## src/rtl/cjr_pkg.sv

```systemverilog
package cjr_pkg;

  typedef enum logic [2:0] {
    ST_IDLE,
    ST_SEND,
    ST_PAD,
    ST_JAM,
    ST_BOREQ,
    ST_BOWAIT
  } cjr_state_e;

  typedef enum logic [1:0] {
    Z_PRE,
    Z_SLOT,
    Z_LATE
  } cjr_zone_e;

endpackage

```

## src/rtl/cjr_bitcnt.sv

```systemverilog
module cjr_bitcnt
  import cjr_pkg::*;
#(
  parameter int PRE_BITS  = 64,
  parameter int SLOT_BITS = 512
) (
  input  logic      clk,
  input  logic      rst_n,
  input  logic      clr,
  input  logic      en,
  input  logic      tick,
  output cjr_zone_e zone,
  output logic      pre_edge
);
  localparam int CW = $clog2(SLOT_BITS + 1);
  localparam logic [CW-1:0] PRE_C  = CW'(PRE_BITS);
  localparam logic [CW-1:0] SLOT_C = CW'(SLOT_BITS);

  logic [CW-1:0] cnt_q;

  // saturates at the slot limit; beyond it only "late" matters
  always_ff @(posedge clk) begin
    if (!rst_n) begin
      cnt_q <= '0;
    end else if (clr) begin
      cnt_q <= '0;
    end else if (en && tick && (cnt_q != SLOT_C)) begin
      cnt_q <= cnt_q + 1'b1;
    end
  end

  always_comb begin
    if (cnt_q < PRE_C) begin
      zone = Z_PRE;
    end else if (cnt_q < SLOT_C) begin
      zone = Z_SLOT;
    end else begin
      zone = Z_LATE;
    end
  end

  // the tick that completes the lead-in
  assign pre_edge = en && tick && (cnt_q == (PRE_C - 1'b1));

endmodule

```

## src/rtl/cjr_jamcnt.sv

```systemverilog
module cjr_jamcnt #(
  parameter int JAM_BITS = 32
) (
  input  logic clk,
  input  logic rst_n,
  input  logic en,
  input  logic tick,
  output logic last
);
  localparam int JW = (JAM_BITS > 1) ? $clog2(JAM_BITS) : 1;
  localparam logic [JW-1:0] LAST_C = JW'(JAM_BITS - 1);

  logic [JW-1:0] jc_q;

  always_ff @(posedge clk) begin
    if (!rst_n) begin
      jc_q <= '0;
    end else if (!en) begin
      jc_q <= '0;
    end else if (tick) begin
      jc_q <= jc_q + 1'b1;
    end
  end

  assign last = en && tick && (jc_q == LAST_C);

endmodule

```

## src/rtl/cjr_tries.sv

```systemverilog
module cjr_tries #(
  parameter int MAX_TRY = 16,
  parameter int TW      = $clog2(MAX_TRY + 1)
) (
  input  logic          clk,
  input  logic          rst_n,
  input  logic          clr,
  input  logic          inc,
  output logic [TW-1:0] cnt,
  output logic          at_limit
);
  logic [TW-1:0] cnt_q;

  always_ff @(posedge clk) begin
    if (!rst_n) begin
      cnt_q <= '0;
    end else if (clr) begin
      cnt_q <= '0;
    end else if (inc) begin
      cnt_q <= cnt_q + 1'b1;
    end
  end

  assign cnt      = cnt_q;
  // the next collision would be the last allowed attempt's
  assign at_limit = (cnt_q == TW'(MAX_TRY - 1));

endmodule

```

## src/rtl/col_retry_ctrl.sv

```systemverilog
module col_retry_ctrl
  import cjr_pkg::*;
#(
  parameter int PRE_BITS  = 64,
  parameter int SLOT_BITS = 512,
  parameter int JAM_BITS  = 32,
  parameter int MAX_TRY   = 16,
  localparam int TW       = $clog2(MAX_TRY + 1)
) (
  input  logic          clk,
  input  logic          rst_n,
  input  logic          tx_start,
  input  logic          bit_tick,
  input  logic          collision,
  input  logic          frame_end,
  input  logic          retry_off,
  output logic          tx_en,
  output logic          jam_on,
  output logic          jam_dat,
  output logic          bo_valid,
  input  logic          bo_ready,
  output logic [TW-1:0] bo_attempt,
  input  logic          bo_done,
  output logic          fin,
  output logic          flush,
  output logic          st_one,
  output logic          st_more,
  output logic          st_rtry,
  output logic          st_late
);
  localparam logic JAM_PATTERN = 1'b0;

  cjr_state_e    st_q, st_d;
  cjr_zone_e     zone;
  logic          pre_edge, jam_last;
  logic          late_q, late_d;
  logic          cnt_clr, tries_clr, tries_inc;
  logic [TW-1:0] tries;
  logic          at_limit;
  logic          fin_d, flush_d, stat_clr;
  logic          set_one, set_more, set_rtry, set_late;

  cjr_bitcnt #(
    .PRE_BITS (PRE_BITS),
    .SLOT_BITS(SLOT_BITS)
  ) u_bits (
    .clk     (clk),
    .rst_n   (rst_n),
    .clr     (cnt_clr),
    .en      (tx_en),
    .tick    (bit_tick),
    .zone    (zone),
    .pre_edge(pre_edge)
  );

  cjr_jamcnt #(
    .JAM_BITS(JAM_BITS)
  ) u_jam (
    .clk  (clk),
    .rst_n(rst_n),
    .en   (jam_on),
    .tick (bit_tick),
    .last (jam_last)
  );

  cjr_tries #(
    .MAX_TRY(MAX_TRY),
    .TW     (TW)
  ) u_tries (
    .clk     (clk),
    .rst_n   (rst_n),
    .clr     (tries_clr),
    .inc     (tries_inc),
    .cnt     (tries),
    .at_limit(at_limit)
  );

  assign tx_en      = (st_q == ST_SEND) || (st_q == ST_PAD);
  assign jam_on     = (st_q == ST_JAM);
  assign jam_dat    = JAM_PATTERN;
  assign bo_valid   = (st_q == ST_BOREQ);
  assign bo_attempt = tries;

  always_comb begin
    st_d      = st_q;
    late_d    = late_q;
    cnt_clr   = 1'b0;
    tries_clr = 1'b0;
    tries_inc = 1'b0;
    fin_d     = 1'b0;
    flush_d   = 1'b0;
    stat_clr  = 1'b0;
    set_one   = 1'b0;
    set_more  = 1'b0;
    set_rtry  = 1'b0;
    set_late  = 1'b0;
    unique case (st_q)
      ST_IDLE: begin
        if (tx_start) begin
          st_d      = ST_SEND;
          cnt_clr   = 1'b1;
          tries_clr = 1'b1;
          stat_clr  = 1'b1;
          late_d    = 1'b0;
        end
      end
      ST_SEND: begin
        if (collision) begin
          unique case (zone)
            Z_PRE: begin
              st_d   = pre_edge ? ST_JAM : ST_PAD;
              late_d = 1'b0;
            end
            Z_SLOT: begin
              st_d   = ST_JAM;
              late_d = 1'b0;
            end
            default: begin
              st_d   = ST_JAM;
              late_d = 1'b1;
            end
          endcase
        end else if (frame_end) begin
          st_d     = ST_IDLE;
          fin_d    = 1'b1;
          set_one  = (tries == TW'(1));
          set_more = (tries > TW'(1));
        end
      end
      ST_PAD: begin
        if (pre_edge) begin
          st_d = ST_JAM;
        end
      end
      ST_JAM: begin
        if (jam_last) begin
          if (late_q) begin
            st_d     = ST_IDLE;
            fin_d    = 1'b1;
            flush_d  = 1'b1;
            set_late = 1'b1;
          end else if (retry_off || at_limit) begin
            st_d     = ST_IDLE;
            fin_d    = 1'b1;
            flush_d  = 1'b1;
            set_rtry = 1'b1;
          end else begin
            st_d      = ST_BOREQ;
            tries_inc = 1'b1;
          end
        end
      end
      ST_BOREQ: begin
        if (bo_ready) begin
          st_d = ST_BOWAIT;
        end
      end
      ST_BOWAIT: begin
        if (bo_done) begin
          st_d    = ST_SEND;
          cnt_clr = 1'b1;
        end
      end
      default: st_d = ST_IDLE;
    endcase
  end

  always_ff @(posedge clk) begin
    if (!rst_n) begin
      st_q   <= ST_IDLE;
      late_q <= 1'b0;
    end else begin
      st_q   <= st_d;
      late_q <= late_d;
    end
  end

  always_ff @(posedge clk) begin
    if (!rst_n) begin
      fin     <= 1'b0;
      flush   <= 1'b0;
      st_one  <= 1'b0;
      st_more <= 1'b0;
      st_rtry <= 1'b0;
      st_late <= 1'b0;
    end else begin
      fin   <= fin_d;
      flush <= flush_d;
      if (stat_clr) begin
        st_one  <= 1'b0;
        st_more <= 1'b0;
        st_rtry <= 1'b0;
        st_late <= 1'b0;
      end else begin
        if (set_one)  st_one  <= 1'b1;
        if (set_more) st_more <= 1'b1;
        if (set_rtry) st_rtry <= 1'b1;
        if (set_late) st_late <= 1'b1;
      end
    end
  end

endmodule

```

## config.mk

```make
export PLATFORM = sky130hd
export DESIGN_NAME = col_retry_ctrl
export DESIGN_NICKNAME = d
export VERILOG_FILES = /design/src/rtl/cjr_pkg.sv /design/src/rtl/cjr_bitcnt.sv /design/src/rtl/cjr_jamcnt.sv /design/src/rtl/cjr_tries.sv /design/src/rtl/col_retry_ctrl.sv
export SDC_FILE = /design/constraint.sdc
export NUM_CORES = 1
export LEC_CHECK = 0
export BUFFER_PORTS_ARGS = -buffer_cell sky130_fd_sc_hd__buf_2
export CORE_MARGIN = 10
export CORE_UTILIZATION = 45
export DETAILED_ROUTE_END_ITERATION = 16
export HOLD_SLACK_MARGIN = 0.06
export PLACE_DENSITY = 0.66
export RECOVER_POWER = 25
export REMOVE_ABC_BUFFERS = 1
export SETUP_SLACK_MARGIN = 0.1
export SYNTH_ARGS = -nofsm -noshare
export SYNTH_HDL_FRONTEND = slang
export SYNTH_SLANG_ARGS = --single-unit
```

## constraint.sdc

```tcl
create_clock -name clk -period 2.6 [get_ports clk]
set_input_delay 0.52 -clock clk [delete_from_list [all_inputs] [get_ports clk]]
set_output_delay 0.52 -clock clk [all_outputs]
set_load 0.02 [all_outputs]
```

-- Word-level counts from Yosys, hierarchy flattened
Index checks and enable logic that the tools add are counted.
- register bits: 30
- input bits: 9
- output and inout bits: 15
- add/sub/neg operators: 3
- order comparisons: 3
- equal/unequal tests: 18
- mux-type cells: 44
- bitwise gates (word level): 1
- reduce and logical (&&, ||, !) cells: 16
- operators by type and width (operator ; count):
    $mux 1 ; 29
    $mux 3 ; 9
    $pmux 3 s6 ; 1
    $add 10x1->10 const B ; 1
    $add 5x1->5 const B ; 2
    $eq 10x6->1 const B ; 1
    $lt 10x10->1 const B ; 1
    $lt 10x7->1 const B ; 1
    $ne 10x10->1 const B ; 1
    $ne 2x2->1 const B ; 5
    $eq 3x2->1 const B ; 2
    $eq 3x3->1 const B ; 2
    $pmux 1 s2 ; 3
    $reduce_and 6->1 ; 1
    $reduce_or 2->1 ; 3
    $eq 5x1->1 const B ; 1
    $eq 5x4->1 const B ; 1
    $eq 5x5->1 const B ; 1
    $gt 5x1->1 const B ; 1
    $logic_and 1x1->1 ; 5
    $mux 2 ; 2
    $eq 3x1->1 const B ; 1
    $logic_not 3->1 ; 1
    $ne 3x3->1 const B ; 1
    other kinds (8) ; 9

-- Longest topological paths before layout
- depth after elaboration: 8
- mapped depth: 8
- gate-level depth less buffers: 8

-- Cells and area by module
From an unflattened synthesis, not the netlist that was laid out.
- cell total of the unflattened synthesis: 176
- area, all modules: 1625.3 µm²
- modules (own cells, without submodules) (module ; times used ; cells each ; area each (µm²) ; seq. area each (µm²)):
    col_retry_ctrl ; 1 ; 69 ; 624.3 ; 200.2
    cjr_bitcnt ; 1 ; 59 ; 498.0 ; 200.2
    cjr_jamcnt ; 1 ; 24 ; 264.0 ; 100.1
    cjr_tries ; 1 ; 24 ; 239.0 ; 100.1

-- Worst setup path before layout
No wires, ideal clock.
- kind: register -> register
- start point: register u_tries.cnt_q[0], in the netlist u_tries.cnt[0]
- end point: register u_tries.cnt_q[3], in the netlist u_tries.cnt[3]
- setup time: 0.128 ns
- data arrival time: 2.015 ns
- required time: 2.472 ns
- path slack: 0.457 ns
- stages on the path, launching flop included: 9
- path buffers: 0
- cell sequence: dfxtp_1 > ha_1 > and3_1 > ha_1 > or3_1 > nor3_4 > nand4_1 > xor2_1 > nor2_1
- word-level cells in the longest chain between the ends: 6
- elaborated cells between the ends (all ways): 7
- RTL lines (item ; RTL line ; source):
    start: declaration ; cjr_tries.sv:12 ; logic [TW-1:0] cnt_q;
    start signal: assignment ; cjr_tries.sv:20 ; cnt_q <= cnt_q + 1'b1;
    $eq 5x4->1 ; cjr_tries.sv:26 ; assign at_limit = (cnt_q == TW'(MAX_TRY - 1));
    $logic_or 1x1->1 ; col_retry_ctrl.sv:142 ; end else if (retry_off || at_limit) begin
    $mux 1 ; col_retry_ctrl.sv:142 ;
    $mux 1 ; col_retry_ctrl.sv:137 ; if (late_q) begin
    $mux 1 ; col_retry_ctrl.sv:136 ; if (jam_last) begin
    $mux 1 ; col_retry_ctrl.sv:97 ; unique case (st_q)
Parallel ways exist; a longest one is shown, timed or not.
A chain may end at the register's enable or synchronous reset.

-- Worst setup path after layout
Ends and elaborated chain as after synthesis.

==> results.cfg <==
[timing]
fin_worst_skew_ps = 6.84
fin_setup_tns_ps = 0
rsz0062_at_grt = no
hold_ws_ps = 480
max-slew-margin-rel = 0.621
tightest_slew_ps = 568
max_freq_ghz = 0.460
min_period_ps = 2170
finalCritPeriodShare = 0.836
setup_violations = 0
hold_viol = 0
maxSlewViolCount = 0

[setup_path]
worst_path_max_delay_cell = or3_1
path_cells = ha_1 > and3_1 > ha_1 > or3_1 > nor3_4 > nand4_1 > xor2_1 > nor2_1
crit_type = register to register
start_kind = register
max_stage_delay_ps = 430
cpMostUsedCell = ha_1
worstPathMaxFanout = 7
end_kind = register
cp.required_ps = 2880
cp.arrival_ps = 2450
path_delay_family = simple AND/OR/NAND/NOR gates
cp.buffers_inverters = 0

[clock_network]
cts_root_buffer = clkbuf_4
cts_made_buffers = 5
ctsHtreeMaxLevel = 2
clock_path_buffers = 2
clk_latency_ps = 330
cts_resized = 0
cts_tree = built
cts_setup_buffers = 0
path_clk_slew_ps = 90
cts_hold_buffers = 0
cts_sinks = 30

[floorplan]
initial_core_util = 0.462
core_area_sq_mm = 0.00328
die_area_sq_mm = 0.00610
die_h_um = 78.1
die_w_um = 78.1
design.portCount = 24
rows = 21

[routing]
drt-total-wl_mm = 2.99
drtIter0Drc = 69
drc = 0
post_drt_wl_per_cell_um = 12.3
vias = 1236
drtPass1Iterations = 6
detail-route-antenna-nets = 0
vias_per_cell = 5.07

[synth]
syn_area_per_cell_sq_um = 8.67
synth-seq-cells = 30
syn_inst = 175
netlist_top_cells_area = dfxtp_1 40%, nor2_1 8.9%, xor2_1 6.9%
synth-main-ff-cell = dfxtp_1
yosysTopAreaCell = dfxtp_1
synth_warnings = 0
synth_edf_count = 0
synth_commonest_cells = 36 x nor2_1, 30 x dfxtp_1, 12 x xor2_1
synth_top_area_share = 0.396
async_flop_share = 0
ys_seq_area_frac = 0.396
post_synth_instance_area_sq_mm = 0.00152
yosysMostFrequentCell = nor2_1
ys_types = 42

[pwr]
p_sw_uw = 358
seqPwrFrac = 0.488
ir_worst_vdd_mv = 0.329
p_leak_nw = 0.679
combPwrFrac = 0.242
power.density_mw_per_mm2 = 627
power.internal_uw = 705
swShare = 0.337
clockPowerShare = 0.270

[layout]
drive_above_1_share = 0.141
final_cells = 244
fin_area_sq_mm = 0.00170
area_delta_synth_final_pct = 11.8
final_nets = 213
fin_util = 0.517
fillers = 337
diodes = 0

[grt]
grt_max_degree = 20
grt_pass1_wl_mm = 5.36
grt_antenna_before_repair = 0
track_usage = 0.106
gr-total-overflow = 0
grt_pass1_vias = 1229

[placement]
placed_cells = 236
gp_congestion = 0.884
postPlaceCellArea_sq_mm = 0.00164
port_buffers = 22
hpwl_mm = 2.34

[job]
maxCapViolations = 0

[hold_path]
hold_path.class = primary input to register

[run_status]
status = completed
[cell usage in the layout (no fill, tap or decap), types with 2 or more instances in the layout]
cell type | Yosys | layout
a211oi_1 | 2 | 2
a21oi_1 | 7 | 7
and3_1 | 6 | 6
buf_2 | 2 | 15
clkbuf_1 | 2 | 7
clkbuf_4 | 0 | 5
dfxtp_1 | 30 | 30
ha_1 | 7 | 7
inv_1 | 6 | 6
mux2i_1 | 6 | 6
nand2_1 | 8 | 8
nand3_1 | 3 | 3
nand4_1 | 7 | 7
nor2_1 | 36 | 36
nor3_1 | 4 | 4
o21a_1 | 2 | 2
o21ai_0 | 3 | 3
or3_1 | 2 | 2
or4b_1 | 2 | 2
xnor2_1 | 4 | 4
xor2_1 | 12 | 12
[registers in the layout (all words and copies together), names as in the netlist, 3 cells and up]
register	flops
u_jam.jc_q	5
u_bits.cnt_q	10
st_q	3
u_tries.cnt	5
[power groups by stage]
stage               Combinational (mW)  Clock, mW  Sequential (mW)
detailed placement               0.258          0            0.528
CTS                              0.259      0.301            0.517
global route                     0.288      0.321            0.524
finish                           0.258      0.287            0.518
floorplan                        0.190          0            0.520
global placement                 0.254          0            0.527
[worst reg2reg max path: cells and delay by family, from the launching register on]
| kind | cells | cell delay [ps] |
|---|---|---|
| fa+ha+maj | 2 | 420 |
| flops | 1 | 380 |
| xor+xnor | 1 | 160 |
| simple gates | 5 | 1180 |
[cells by family (layout without fill, tap and decap cells)]
| group | after synthesis | in the layout | synth area share |
|---|---|---|---|
| AND/OR/NAND/NOR | 79 | 79 | 0.268 |
| flip-flops | 30 | 30 | 0.396 |
| AO/OA/AOI/OAI | 22 | 22 | 0.0956 |
| XOR/XNOR | 16 | 16 | 0.0923 |
| buffers and inverters | 14 | 37 | 0.0486 |
| adder cells (fa/ha/maj) | 7 | 7 | 0.0577 |
| multiplexers | 6 | 6 | 0.0396 |
| other | 1 | 1 | 0.00247 |
[path summary, 6_finish.rpt]
check            startpoint        endpoint  slack [ps]  depth (start not counted)
max reg2reg  u_tries.cnt[0]  u_tries.cnt[3]         430                          8
min reg2reg         st_more         st_more         480                          2
min                   rst_n         st_q[1]         480                          2
max          u_tries.cnt[0]  u_tries.cnt[3]         430                          8
[layout make-up]
cell class                      instances  area [sq um]  share of cell area
Clock buffer                            6          51.3              0.0302
Clock inverter                          2          12.5             0.00737
Inverter                                6          22.5              0.0133
Multi-Input combinational cell        131           843               0.497
Sequential cell                        30           601               0.354
Tap cell                               46          57.6              0.0339
Timing Repair Buffer                   23           109              0.0642
[routing by layer]
layer / track usage / wire, um
met5: 0 / 0
met4: 0.0430 / 42
met3: 0.0478 / 198
met2: 0.163 / 1330
met1: 0.125 / 1420
[per-stage QoR]
| step | power (mW) | setup WS [ps] |
|---|---|---|
| floorplan | 0.710 | 419 |
| global placement | 0.781 | 505 |
| detailed placement | 0.786 | 413 |
| CTS | 1.08 | 394 |
| global route | 1.13 | 233 |
| finish | 1.06 | 427 |
Note: power is estimated with default switching activity, not from simulation.
